--- src/rtl/alu16_pkg.sv ---
package alu16_pkg;
  localparam int unsigned DATA_W = 16;
  localparam int unsigned LANE_W = 8;
  localparam int unsigned OP_W   = 4;

  typedef enum logic [OP_W-1:0] {
    OP_ADD  = 4'h0,
    OP_SUB  = 4'h1,
    OP_SLL  = 4'h2,
    OP_SRL  = 4'h3,
    OP_SRA  = 4'h4,
    OP_SLT  = 4'h5,
    OP_OR   = 4'h6,
    OP_AND  = 4'h7,
    OP_PMUL = 4'h8,
    OP_PDIV = 4'h9,
    OP_PADD = 4'hA,
    OP_PSUB = 4'hB
  } alu_op_e;
endpackage

--- src/rtl/alu16_addsub.sv ---
module alu16_addsub #(
  parameter int unsigned DATA_W = 16
) (
  input  logic [DATA_W-1:0] a_i,
  input  logic [DATA_W-1:0] b_i,
  output logic [DATA_W-1:0] sum_o,
  output logic [DATA_W-1:0] diff_o,
  output logic              carry_o,
  output logic              add_sovf_o,
  output logic              sub_sovf_o,
  output logic              slt_o
);
  localparam int unsigned MSB = DATA_W - 1;

  logic [DATA_W:0] sum_ext;
  logic [DATA_W:0] diff_ext;

  assign sum_ext  = {1'b0, a_i} + {1'b0, b_i};
  assign diff_ext = {1'b0, a_i} + {1'b0, ~b_i} + {{DATA_W{1'b0}}, 1'b1};

  assign sum_o   = sum_ext[DATA_W-1:0];
  assign diff_o  = diff_ext[DATA_W-1:0];
  assign carry_o = sum_ext[DATA_W];

  assign add_sovf_o = (a_i[MSB] == b_i[MSB]) && (sum_o[MSB] != a_i[MSB]);
  assign sub_sovf_o = (a_i[MSB] != b_i[MSB]) && (diff_o[MSB] != a_i[MSB]);

  // signed less-than from the subtractor: sign corrected by overflow
  assign slt_o = diff_o[MSB] ^ sub_sovf_o;
endmodule

--- src/rtl/alu16_shift.sv ---
module alu16_shift #(
  parameter int unsigned DATA_W = 16
) (
  input  logic [DATA_W-1:0]         a_i,
  input  logic [$clog2(DATA_W)-1:0] shamt_i,
  input  logic                      left_i,
  input  logic                      arith_i,
  output logic [DATA_W-1:0]         res_o
);
  localparam int unsigned SH_W = $clog2(DATA_W);

  logic [DATA_W-1:0] a_rev;
  logic [DATA_W-1:0] out_rev;
  logic [DATA_W-1:0] stg [SH_W+1];
  logic              fill;

  // one right shifter; left shifts go through a bit reversal on each side
  for (genvar i = 0; i < DATA_W; i++) begin : g_rev
    assign a_rev[i]   = a_i[DATA_W-1-i];
    assign out_rev[i] = stg[SH_W][DATA_W-1-i];
  end

  assign fill   = arith_i & ~left_i & a_i[DATA_W-1];
  assign stg[0] = left_i ? a_rev : a_i;

  for (genvar k = 0; k < SH_W; k++) begin : g_stage
    localparam int unsigned STEP = 1 << k;
    assign stg[k+1] = shamt_i[k] ? {{STEP{fill}}, stg[k][DATA_W-1:STEP]} : stg[k];
  end

  assign res_o = left_i ? out_rev : stg[SH_W];
endmodule

--- src/rtl/alu16_lanes.sv ---
module alu16_lanes #(
  parameter int unsigned DATA_W = 16,
  parameter int unsigned LANE_W = 8
) (
  input  logic [DATA_W-1:0] a_i,
  input  logic [DATA_W-1:0] b_i,
  output logic [DATA_W-1:0] add_o,
  output logic [DATA_W-1:0] sub_o,
  output logic [DATA_W-1:0] mul_o,
  output logic [DATA_W-1:0] div_o,
  output logic              add_carry_o,
  output logic              add_sovf_o,
  output logic              sub_sovf_o
);
  localparam int unsigned LANES = DATA_W / LANE_W;
  localparam int unsigned MSB   = LANE_W - 1;

  logic [LANES-1:0] carry_l;
  logic [LANES-1:0] add_ov_l;
  logic [LANES-1:0] sub_ov_l;

  for (genvar l = 0; l < LANES; l++) begin : g_lane
    logic [LANE_W-1:0] la, lb, ls, ld, lm, lq;
    logic [LANE_W:0]   s_ext;

    assign la    = a_i[l*LANE_W +: LANE_W];
    assign lb    = b_i[l*LANE_W +: LANE_W];
    assign s_ext = {1'b0, la} + {1'b0, lb};
    assign ls    = s_ext[LANE_W-1:0];
    assign ld    = la - lb;
    assign lm    = la * lb;
    assign lq    = (lb == '0) ? '1 : la / lb;

    assign carry_l[l]  = s_ext[LANE_W];
    assign add_ov_l[l] = (la[MSB] == lb[MSB]) && (ls[MSB] != la[MSB]);
    assign sub_ov_l[l] = (la[MSB] != lb[MSB]) && (ld[MSB] != la[MSB]);

    assign add_o[l*LANE_W +: LANE_W] = ls;
    assign sub_o[l*LANE_W +: LANE_W] = ld;
    assign mul_o[l*LANE_W +: LANE_W] = lm;
    assign div_o[l*LANE_W +: LANE_W] = lq;
  end

  assign add_carry_o = |carry_l;
  assign add_sovf_o  = |add_ov_l;
  assign sub_sovf_o  = |sub_ov_l;
endmodule

--- src/rtl/alu16_core.sv ---
module alu16_core
  import alu16_pkg::*;
#(
  parameter int unsigned DATA_W = alu16_pkg::DATA_W,
  parameter int unsigned LANE_W = alu16_pkg::LANE_W
) (
  input  logic [DATA_W-1:0] a_i,
  input  logic [DATA_W-1:0] b_i,
  input  logic [OP_W-1:0]   op_i,
  output logic [DATA_W-1:0] res_o,
  output logic              uovf_o,
  output logic              sovf_o,
  output logic              eq_o
);
  localparam int unsigned SH_W = $clog2(DATA_W);

  logic [DATA_W-1:0] sum, diff, shifted;
  logic [DATA_W-1:0] p_add, p_sub, p_mul, p_div;
  logic              carry, add_sovf, sub_sovf, slt;
  logic              p_carry, p_add_sovf, p_sub_sovf;

  alu16_addsub #(.DATA_W(DATA_W)) u_addsub (
    .a_i        (a_i),
    .b_i        (b_i),
    .sum_o      (sum),
    .diff_o     (diff),
    .carry_o    (carry),
    .add_sovf_o (add_sovf),
    .sub_sovf_o (sub_sovf),
    .slt_o      (slt)
  );

  alu16_shift #(.DATA_W(DATA_W)) u_shift (
    .a_i     (a_i),
    .shamt_i (b_i[SH_W-1:0]),
    .left_i  (op_i == OP_SLL),
    .arith_i (op_i == OP_SRA),
    .res_o   (shifted)
  );

  alu16_lanes #(.DATA_W(DATA_W), .LANE_W(LANE_W)) u_lanes (
    .a_i         (a_i),
    .b_i         (b_i),
    .add_o       (p_add),
    .sub_o       (p_sub),
    .mul_o       (p_mul),
    .div_o       (p_div),
    .add_carry_o (p_carry),
    .add_sovf_o  (p_add_sovf),
    .sub_sovf_o  (p_sub_sovf)
  );

  always_comb begin
    res_o  = '0;
    uovf_o = 1'b0;
    sovf_o = 1'b0;
    case (op_i)
      OP_ADD:  begin res_o = sum;  uovf_o = carry; sovf_o = add_sovf; end
      OP_SUB:  begin res_o = diff; sovf_o = sub_sovf; end
      OP_SLL, OP_SRL, OP_SRA: res_o = shifted;
      OP_SLT:  res_o = {{(DATA_W-1){1'b0}}, slt};
      OP_OR:   res_o = a_i | b_i;
      OP_AND:  res_o = a_i & b_i;
      OP_PMUL: res_o = p_mul;
      OP_PDIV: res_o = p_div;
      OP_PADD: begin res_o = p_add; uovf_o = p_carry; sovf_o = p_add_sovf; end
      OP_PSUB: begin res_o = p_sub; sovf_o = p_sub_sovf; end
      default: ;
    endcase
  end

  assign eq_o = (a_i == b_i);
endmodule

--- config.mk ---
export PLATFORM = sky130hd
export DESIGN_NAME = alu16_core
export DESIGN_NICKNAME = d
export VERILOG_FILES = /design/src/rtl/alu16_pkg.sv /design/src/rtl/alu16_addsub.sv /design/src/rtl/alu16_shift.sv /design/src/rtl/alu16_lanes.sv /design/src/rtl/alu16_core.sv
export SDC_FILE = /design/constraint.sdc
export NUM_CORES = 1
export LEC_CHECK = 0
export BUFFER_PORTS_ARGS = -buffer_cell sky130_fd_sc_hd__clkbuf_2
export CORE_MARGIN = 2
export CORE_UTILIZATION = 59
export DETAILED_ROUTE_END_ITERATION = 10
export PLACE_DENSITY_LB_ADDON = 0.1
export SLEW_MARGIN = 15
export SYNTH_ARGS = -nofsm -noshare
export SYNTH_HDL_FRONTEND = slang
export SYNTH_HIERARCHICAL = 1
export SYNTH_SLANG_ARGS = --single-unit
--- constraint.sdc ---
create_clock -name vclk -period 21.4
set_input_delay 4.28 -clock vclk [all_inputs]
set_output_delay 4.28 -clock vclk [all_outputs]
set_load 0.05 [all_outputs]
==> results.md, run 1 <==
* Cells after DPL at between 1500 and 2000
* Footprint of the multi-input gates at 10300 um2
* WP buf/inv at 3
* Post-synth top cells: ha_1, inv_1, nor2_1
* CP startpoint kind: input port
* Buffers on Ports at 55
* First-pass GRT wire length at 56600 um
* Netlist Area Pre-Place at 11400 um2
* Area contributors post-synth: ha_1, xnor2_1, inv_1
* Number of standard cells in the final layout excluding fillers at approximately 1700
* Die W at 143 um
* Antenna diodes at 0
* Synth cell types at 106
* Syn nets at 1758
* Cell repeated most along the worst path: ha_1
* Top-count cell post-synth: ha_1
* Max-cap violations at 0
* Vias in the first global route at 10500
* Seq_cells at 0
* Syn_area_per_cell at 7.63 um2
* Layout cells sized above 1 at 10.3%
* Routed Antenna Nets at 0
* Static leakage at 5.61 nW
* Critical Path Sink Type: output port
* Crit path time final at 20.29 ns
* I/O pin cnt at 55
* Yosys top cell area share at between 20 and 25%
* Max-slew headroom at 30.8%
* Vias per cell at 6.64
* Total track usage at 34.6%
* Post-synth top area cell: ha_1
* DP HPWL at 27900 um
* RSZ-0062 raised after global routing: no
* Die ar. at 20400 um2
* Core Area at 18800 um2
* WS Path Type: in -> out
* Register area share after synthesis at 0%
* YS warnings at 6
* CP max stage cell: o21ai_1
* Cells after Synth at 1488
* Status: completed
* Via count at approximately 11000
* Row cnt at 50
* Routed WL at between 30000 and 40000 um
* Final worst path period share at 94.8%
* Detailed-route DRC error count at 0
* Fillers at 1792
* DIE HEIGHT at 143 um
* Max frequency at 49.3 MHz
* Pwr dens at 36.8 nW/um2
* GP Congestion at 0.944
* Max rail drop VDD at 0.0175 mV
* Critical Path AT at roughly 16 ns
* Initial core utilization at 60.5%
* Crit-path leading delay family: compound AO/OA/AOI/OAI gates
* Slew @ Worst Pin at 1.03 ns
* Hold buffer count at CTS at 0
* Setup-failing EPs final at 0
* Avg WL per Cell at 21.0 um
* Worst path max stage delay at 0.57 ns
* Area grow syn2layout at 2.44%
* Post-CTS setup buffer count at 0
* Nets at 1761
* Fin. max-slew vios at 0
* Maximum number of pins on one net before global-route repair at 46
* Crit path required time at 17.12 ns
* Clock buffers at 0
* Detailed Routing Iterations Pass 1 at 5
* Tot Pwr at between 400 and 500 uW
* Final hold vios at 0
* Remaining global-route overflow at 0
* DRC marker count from the first detailed-route iteration at 1285
* Crit-path max FO at 13
* Worst hold path type: in -> out
* Setup TNS at 0 ns
* Hold_ws at ~9.2 ns
* Sequential cell area at 0 um2
* Initial antenna violation count at 0
[per-layer routing]
| layer | vias to the layer above | track usage [%] | routed length, um |
|---|---|---|---|
| li1 | 5378 | - | - |
| met1 | 5468 | 52.4 | 16600 |
| met2 | 545 | 54.7 | 15800 |
| met3 | 50 | 2.52 | 3240 |
| met4 | 0 | 5.16 | 548 |
| met5 | - | 0 | 0 |
[worst paths after layout]
check | slack [ns] | start | cells after the start | to
setup / recovery | 1.11 | b_i[15] | 48 | res_o[8]
hold / removal | 9.22 | op_i[2] | 3 | uovf_o
[metrics by stage]
step           utilization [%]  setup slack (ns)  instance area (um2)
2_1_floorplan                -              2.78                11400
3_3_place_gp              61.9              1.42                11600
3_5_place_dp              61.9              1.07                11600
4_1_cts                   61.9              1.06                11600
5_1_grt                   62.0             0.236                11600
6_report                  62.0              1.11                11600
[power breakdown]
part,total (mW),internal (mW),switching (mW)
Combinational,0.428,0.171,0.257
Sequential,0,0,0
Clock,0,0,0
Total,0.428,0.171,0.257
[cells in the final DEF, fill, tap and decap left out, drive strengths merged, types with 9 or more instances in the layout]
cell     count
and2        19
clkbuf      55
fa          31
mux4        20
a211oi      15
or3         14
xnor2       80
o21a        26
nor2       138
mux2i       35
a21o        24
mux2        21
nand2b      32
a22oi       33
nand2       92
o211ai      16
nor3        39
or2          9
a22o         9
ha         203
a31oi       17
nand3       15
o21ai       50
buf         12
a2111o      16
inv        169
nor2b       27
a2bb2oi     17
o22ai       27
a21oi       66
o31ai       10
xor2        24
nor4        11
[kinds of logic after synthesis]
kind of cell               share of synthesized area, %
AOI/OAI and AO/OA                                  26.6
xor gates and xnor gates                           8.02
adders and majority gates                          27.8
buffers and inverters                              9.09
muxes                                              9.34
and+or+nand+nor                                    19.1
[area by class of cell]
| class | instances | share of cell area [%] |
|---|---|---|
| Inverter | 170 | 5.49 |
| Timing Repair Buffer | 67 | 3.14 |
| Tap cell | 234 | 2.52 |
| Multi-Input combinational cell | 1252 | 88.9 |
[what timing repair did]
item                                    4_1_cts  5_1_grt
endpoints found under the setup margin        0        1
hold endpoints to repair                      0        0
gates resized for setup                       0        1
Note: power is estimated with default switching activity, not from simulation.
==> run 2: changes to the inputs <==
ABC_AREA = 1   (was not set)
==> run 2 against run 1 <==
Against the previous run:
- critical path depth rose by 15
- count of clock-buffer cells in the layout did not move
- die area rose by 0.49%
- routed wire length rose by 1.8%
- utilization rose by 0.50 points
- power fell by 6.3%
- worst hold slack improved by 0.18 ns
- global-route usage rose by 1.2 points
- maximum frequency rose by 9.0%
- combinational power fell by 6.3%
- highest routed layer unchanged
==> results.md, run 2 <==
* Commonest non-fill, non-tap cell in the layout: nand2_1
* Initial core utilization at between 60% and 70%
* Die ar. at 20500 um2
* First-pass GRT wire length at 59200 um
* Die W at 143 um
* I/O pin cnt at between 50 and 60
* Worst hold path type: in -> out
* Area grow syn2layout at 3.08%
* Critical Path AT at roughly 14 ns
* Syn_area_per_cell at 5.74 um2
* Compound-Gate Fraction of Synth Area at 9.29%
* DRC marker count from the first detailed-route iteration at 1323
* Final hold vios at 0
* Finished Core Util at 62.5%
* Cell repeated most along the worst path: nand2_1
* WS Path Type: in -> out
* Maximum number of pins on one net before global-route repair at 36
* Simple-Gate Fraction of Synth Area at between 40% and 50%
* DP HPWL at 28700 um
* Clock buffers at 0
* Vias in the first global route at 11800
* Cells after Synth at ~2000
* Antenna diodes at 0
* Yosys top cell area share at between 20 and 25%
* Crit path required time at 17.12 ns
* CTS resizes at 0
* Status: completed
* Combinational share of power at 100.0%
* CP max stage cell: clkbuf_2
* Register area share after synthesis at 0%
* Adder-Cell Fraction of Synth Area at 27.7%
* Share of power burned in the clock network at 0%
* Sequential cell area at 0 um2
* Final worst path period share at 87.0%
* Synth cell types at 49
* Most frequent cells in the layout: nand2_1, inv_1, nand3_1, ha_1, nor2_1
* CP startpoint kind: input port
* Detailed-route DRC error count at 0
* Routed WL at 36800 um
* Via count at 12800
* Top-count cell post-synth: nand2_1
* Hold buffer count at CTS at 0
* Synth Area in XOR/XNOR at ~7.6%
* Main combinational cell family by area after synthesis: simple AND/OR/NAND/NOR gates
* Worst path max stage delay at 0.59 ns
* DIE HEIGHT at 143 um
* Switch Pwr at 263 uW
* Vias per cell at 5.71
* Total track usage at between 30% and 40%
* Netlist Area Pre-Place at 11400 um2
* Buffers on Ports at 55
* Pwr dens at 34.1 nW/um2
* Pint at around 140 uW
* Layout cells sized above 1 at 7.33%
* Post-synth top cells: nand2_1, inv_1, nand3_1
* Post-synthesis mux area share at 0%
* Crit path time final at 18.61 ns
* Switching share of power at around 66%
* Max frequency at roughly 54 MHz
* Row cnt at 50
* Setup-failing EPs final at 0
* Remaining global-route overflow at 0
* RSZ-0062 raised after global routing: no
* Flop pwr share at 0%
* Setup TNS at 0 ns
* Critical Path Sink Type: output port
* YS warnings at 6
* Post-synth top area cell: ha_1
* Syn nets at 2257
* Max-cap violations at 0
* Seq_cells at 0
* Area contributors post-synth: ha_1, nand2_1, nand3_1
* Crit-path max FO at 32
* Detailed Routing Iterations Pass 1 at 8
* Avg WL per Cell at 16.4 um
* Fin. max-slew vios at 0
* Static leakage at between 7 and 8 nW
* Routed Antenna Nets at 0
* Max-slew headroom at 28.6%
* GP Congestion at 0.972
* Max rail drop VDD at 0.0228 mV
* Slew @ Worst Pin at 1.07 ns
* Post-CTS setup buffer count at 0
* Core Area at between 15000 and 20000 um2
* Initial antenna violation count at 0
* Nets at 2263
==> run 2: final timing paths <==
| check | startpoint | endpoint | slack (ns) | cells past startpoint |
|---|---|---|---|---|
| setup / recovery | b_i[0] | res_o[0] | 2.79 | 63 |
| hold / removal | op_i[3] | res_o[0] | 9.40 | 6 |
==> run 2: power groups by stage <==
stage | registers [mW] | clock network (mW) | logic (mW)
floorplan | 0 | 0 | 0.297
global placement | 0 | 0 | 0.384
detailed placement | 0 | 0 | 0.391
CTS | 0 | 0 | 0.394
global route | 0 | 0 | 0.449
finish | 0 | 0 | 0.401
==> run 2: cell type report <==
| type | instances | area [um2] |
|---|---|---|
| fillers | 1932 | 7070 |
| inverters | 324 | 1220 |
| multi-input cells | 1606 | 9890 |
| well taps | 260 | 325 |
| repair buffers | 61 | 320 |
==> run 2: stage by stage <==
stage          hold slack, ns  instances  power (mW)  instance area (um2)  setup slack [ns]
4_1_cts                  9.38       2251       0.394                11800              2.92
3_3_place_gp             9.37       2251       0.384                11800              3.34
6_report                 9.40       2251       0.401                11800              2.79
2_1_floorplan            8.96       1987       0.297                11400              4.83
3_5_place_dp             9.38       2251       0.391                11800              2.93
5_1_grt                  9.43       2251       0.449                11800              1.89
==> run 2: layer usage <==
metal	GRT usage, %	wire [um]	vias up	share of wire [%]
met3	3.72	3330	57	9.0
met4	8.39	929	0	2.5
met1	50.8	16400	5819	44
met2	58.0	16200	611	44
met5	0	0	-	0
li1	-	-	6360	-
==> run 2: worst max-delay path, delay by kind of cell <==
family | cells | cell delay (ns)
buffers and inverters | 11 | 1.84
xor gates and xnor gates | 1 | 0.16
adders and majority gates | 8 | 2.62
and+or+nand+nor | 27 | 2.61
AOI/OAI and AO/OA | 16 | 2.82
==> run 2: logic make-up (layout without fill, tap and decap cells) <==
group	Yosys count	count (layout)
simple gates	1087	1087
compound gates	187	187
xor+xnor	98	98
fa+ha+maj	234	234
buf+inv	381	385
==> run 3: changes to the inputs <==
CELL_PAD_IN_SITES_DETAIL_PLACEMENT = 0   (was not set)
CELL_PAD_IN_SITES_GLOBAL_PLACEMENT = 1   (was not set)
CORE_UTILIZATION = 46   (was 59)
==> run 3 against run 2 <==
Against the previous run:
- maximum frequency shrank 0.23%
- utilization is 14 points lower
- cell count grew 3.0%
- first-iteration DRC count is 6.4% lower
- routed wire length grew 7.5%
- worst setup slack lost 0.043 ns
- worst hold slack worse by 0.017 ns
- sequential cell count unchanged
==> results.md, run 3 (synthesis results as in run 2) <==
* Core Area at about 24000 um2
* Nets at 2266
* Critical Path AT at 14.37 ns
* Clock buffers at 0
* Die W at 161 um
* Worst path max stage delay at ~0.6 ns
* Crit path required time at 17.12 ns
* DIE HEIGHT at 161 um
* Layout cells sized above 1 at ~7.5%
* Avg WL per Cell at about 17 um
* Vias per cell at 5.49
* Final worst path period share at 87.2%
* Routed WL at 39600 um
* Antenna diodes at 0
* Initial antenna violation count at 0
* Hold path start: op_i[3]
* Worst hold path type: in -> out
* Cell repeated most along the worst path: nand2_1
* Critical Path Sink Type: output port
* Crit path time final at 18.65 ns
* Post-CTS setup buffer count at 0
* Sequential cell area at 0 um2
* Static leakage at slightly above 7 nW
* Initial core utilization at 46.9%
* Routed Antenna Nets at 0
* DRC marker count from the first detailed-route iteration at between 1000 and 1500
* Setup-failing EPs final at 0
* Fillers at 2695
* I/O pin cnt at 55
* Max rail drop VDD at ~0.020 mV
* Crit. Startpoint: b_i[0]
* Detailed-route DRC error count at 0
* Area grow syn2layout at 3.98%
* WP buf/inv at 11
* Commonest non-fill, non-tap cell in the layout: nand2_1
* WS Path Type: in -> out
* Remaining global-route overflow at 0
* Finished Core Util at 48.8%
* Crit-path leading delay family: compound AO/OA/AOI/OAI gates
* Crit-path max FO at 32
* Pwr dens at 33.8 nW/um2
* Final hold vios at 0
* Max-cap violations at 0
* Vias in the first global route at between 10000 and 15000
* Max-slew headroom at between 20% and 30%
* Fin. max-slew vios at 0
* Slew @ Worst Pin at 1.15 ns
* RSZ-0062 raised after global routing: no
* Via count at ~13000
* Die ar. at between 20000 and 30000 um2
* Buffers on Ports at 55
* Max frequency at 53.6 MHz
* First-pass GRT wire length at 63000 um
* Seq_cells at 0
* CP startpoint kind: input port
* DP HPWL at 30500 um
* Tot Pwr at 401 uW
* Detailed Routing Iterations Pass 1 at 6
* Maximum number of pins on one net before global-route repair at 36
* Most frequent cells in the layout: nand2_1, inv_1, nand3_1, ha_1, nor2_1
* CP max stage cell: clkbuf_2
* GP Congestion at 0.957
* CTS resizes at 0
* Total track usage at 30.0%
* Status: completed
* Hold buffer count at CTS at 0
* Setup TNS at 0 ns
* Row cnt at 57
run 3: cell types whose count changed in the layout (fill, tap and decap cells not counted):
cell and delta:
buf_4 +3
run 3: routing by layer:
| layer | track usage [%] | up-vias | share of wire (%) |
|---|---|---|---|
| met5 | 0 | - | 0 |
| met2 | 46.3 | 426 | 42 |
| li1 | - | 6364 | - |
| met4 | 8.08 | 0 | 2.8 |
| met3 | 3.31 | 61 | 6.7 |
| met1 | 44.0 | 5865 | 49 |
run 3: worst paths after layout:
kind | depth (start not counted) | end | slack [ns]
worst min-delay path | 6 | res_o[0] | 9.38
worst max-delay path | 63 | res_o[0] | 2.75
run 3: cell type report:
class	count	area, um2	share of cell area (%)
inverters	324	1220	10.3
multi-input cells	1606	9890	83.4
well taps	324	405	3.42
repair buffers	64	343	2.89
run 3: where the power goes:
group | switching [mW] | internal, mW | leakage (nW)
Combinational | 0.264 | 0.137 | 7.14
Clock | 0 | 0 | 0
Sequential | 0 | 0 | 0
run 3: stage by stage:
step	instance area (um2)	setup slack [ns]	instances	hold WS [ns]
after floorplan	11400	4.83	1987	8.96
after global routing	11900	1.61	2318	9.45
after detailed placement	11900	2.80	2318	9.39
final	11900	2.75	2318	9.38
after CTS	11900	2.80	2318	9.39
after global placement	11900	3.01	2318	9.38
run 3: tightest hold or removal path: stages:
cell,delay [ns]
clkbuf_2,0.11
nand2_1,0.18
nor3_1,0.07
nor2_1,0.10
nand3_1,0.11
clkbuf_2,0.25
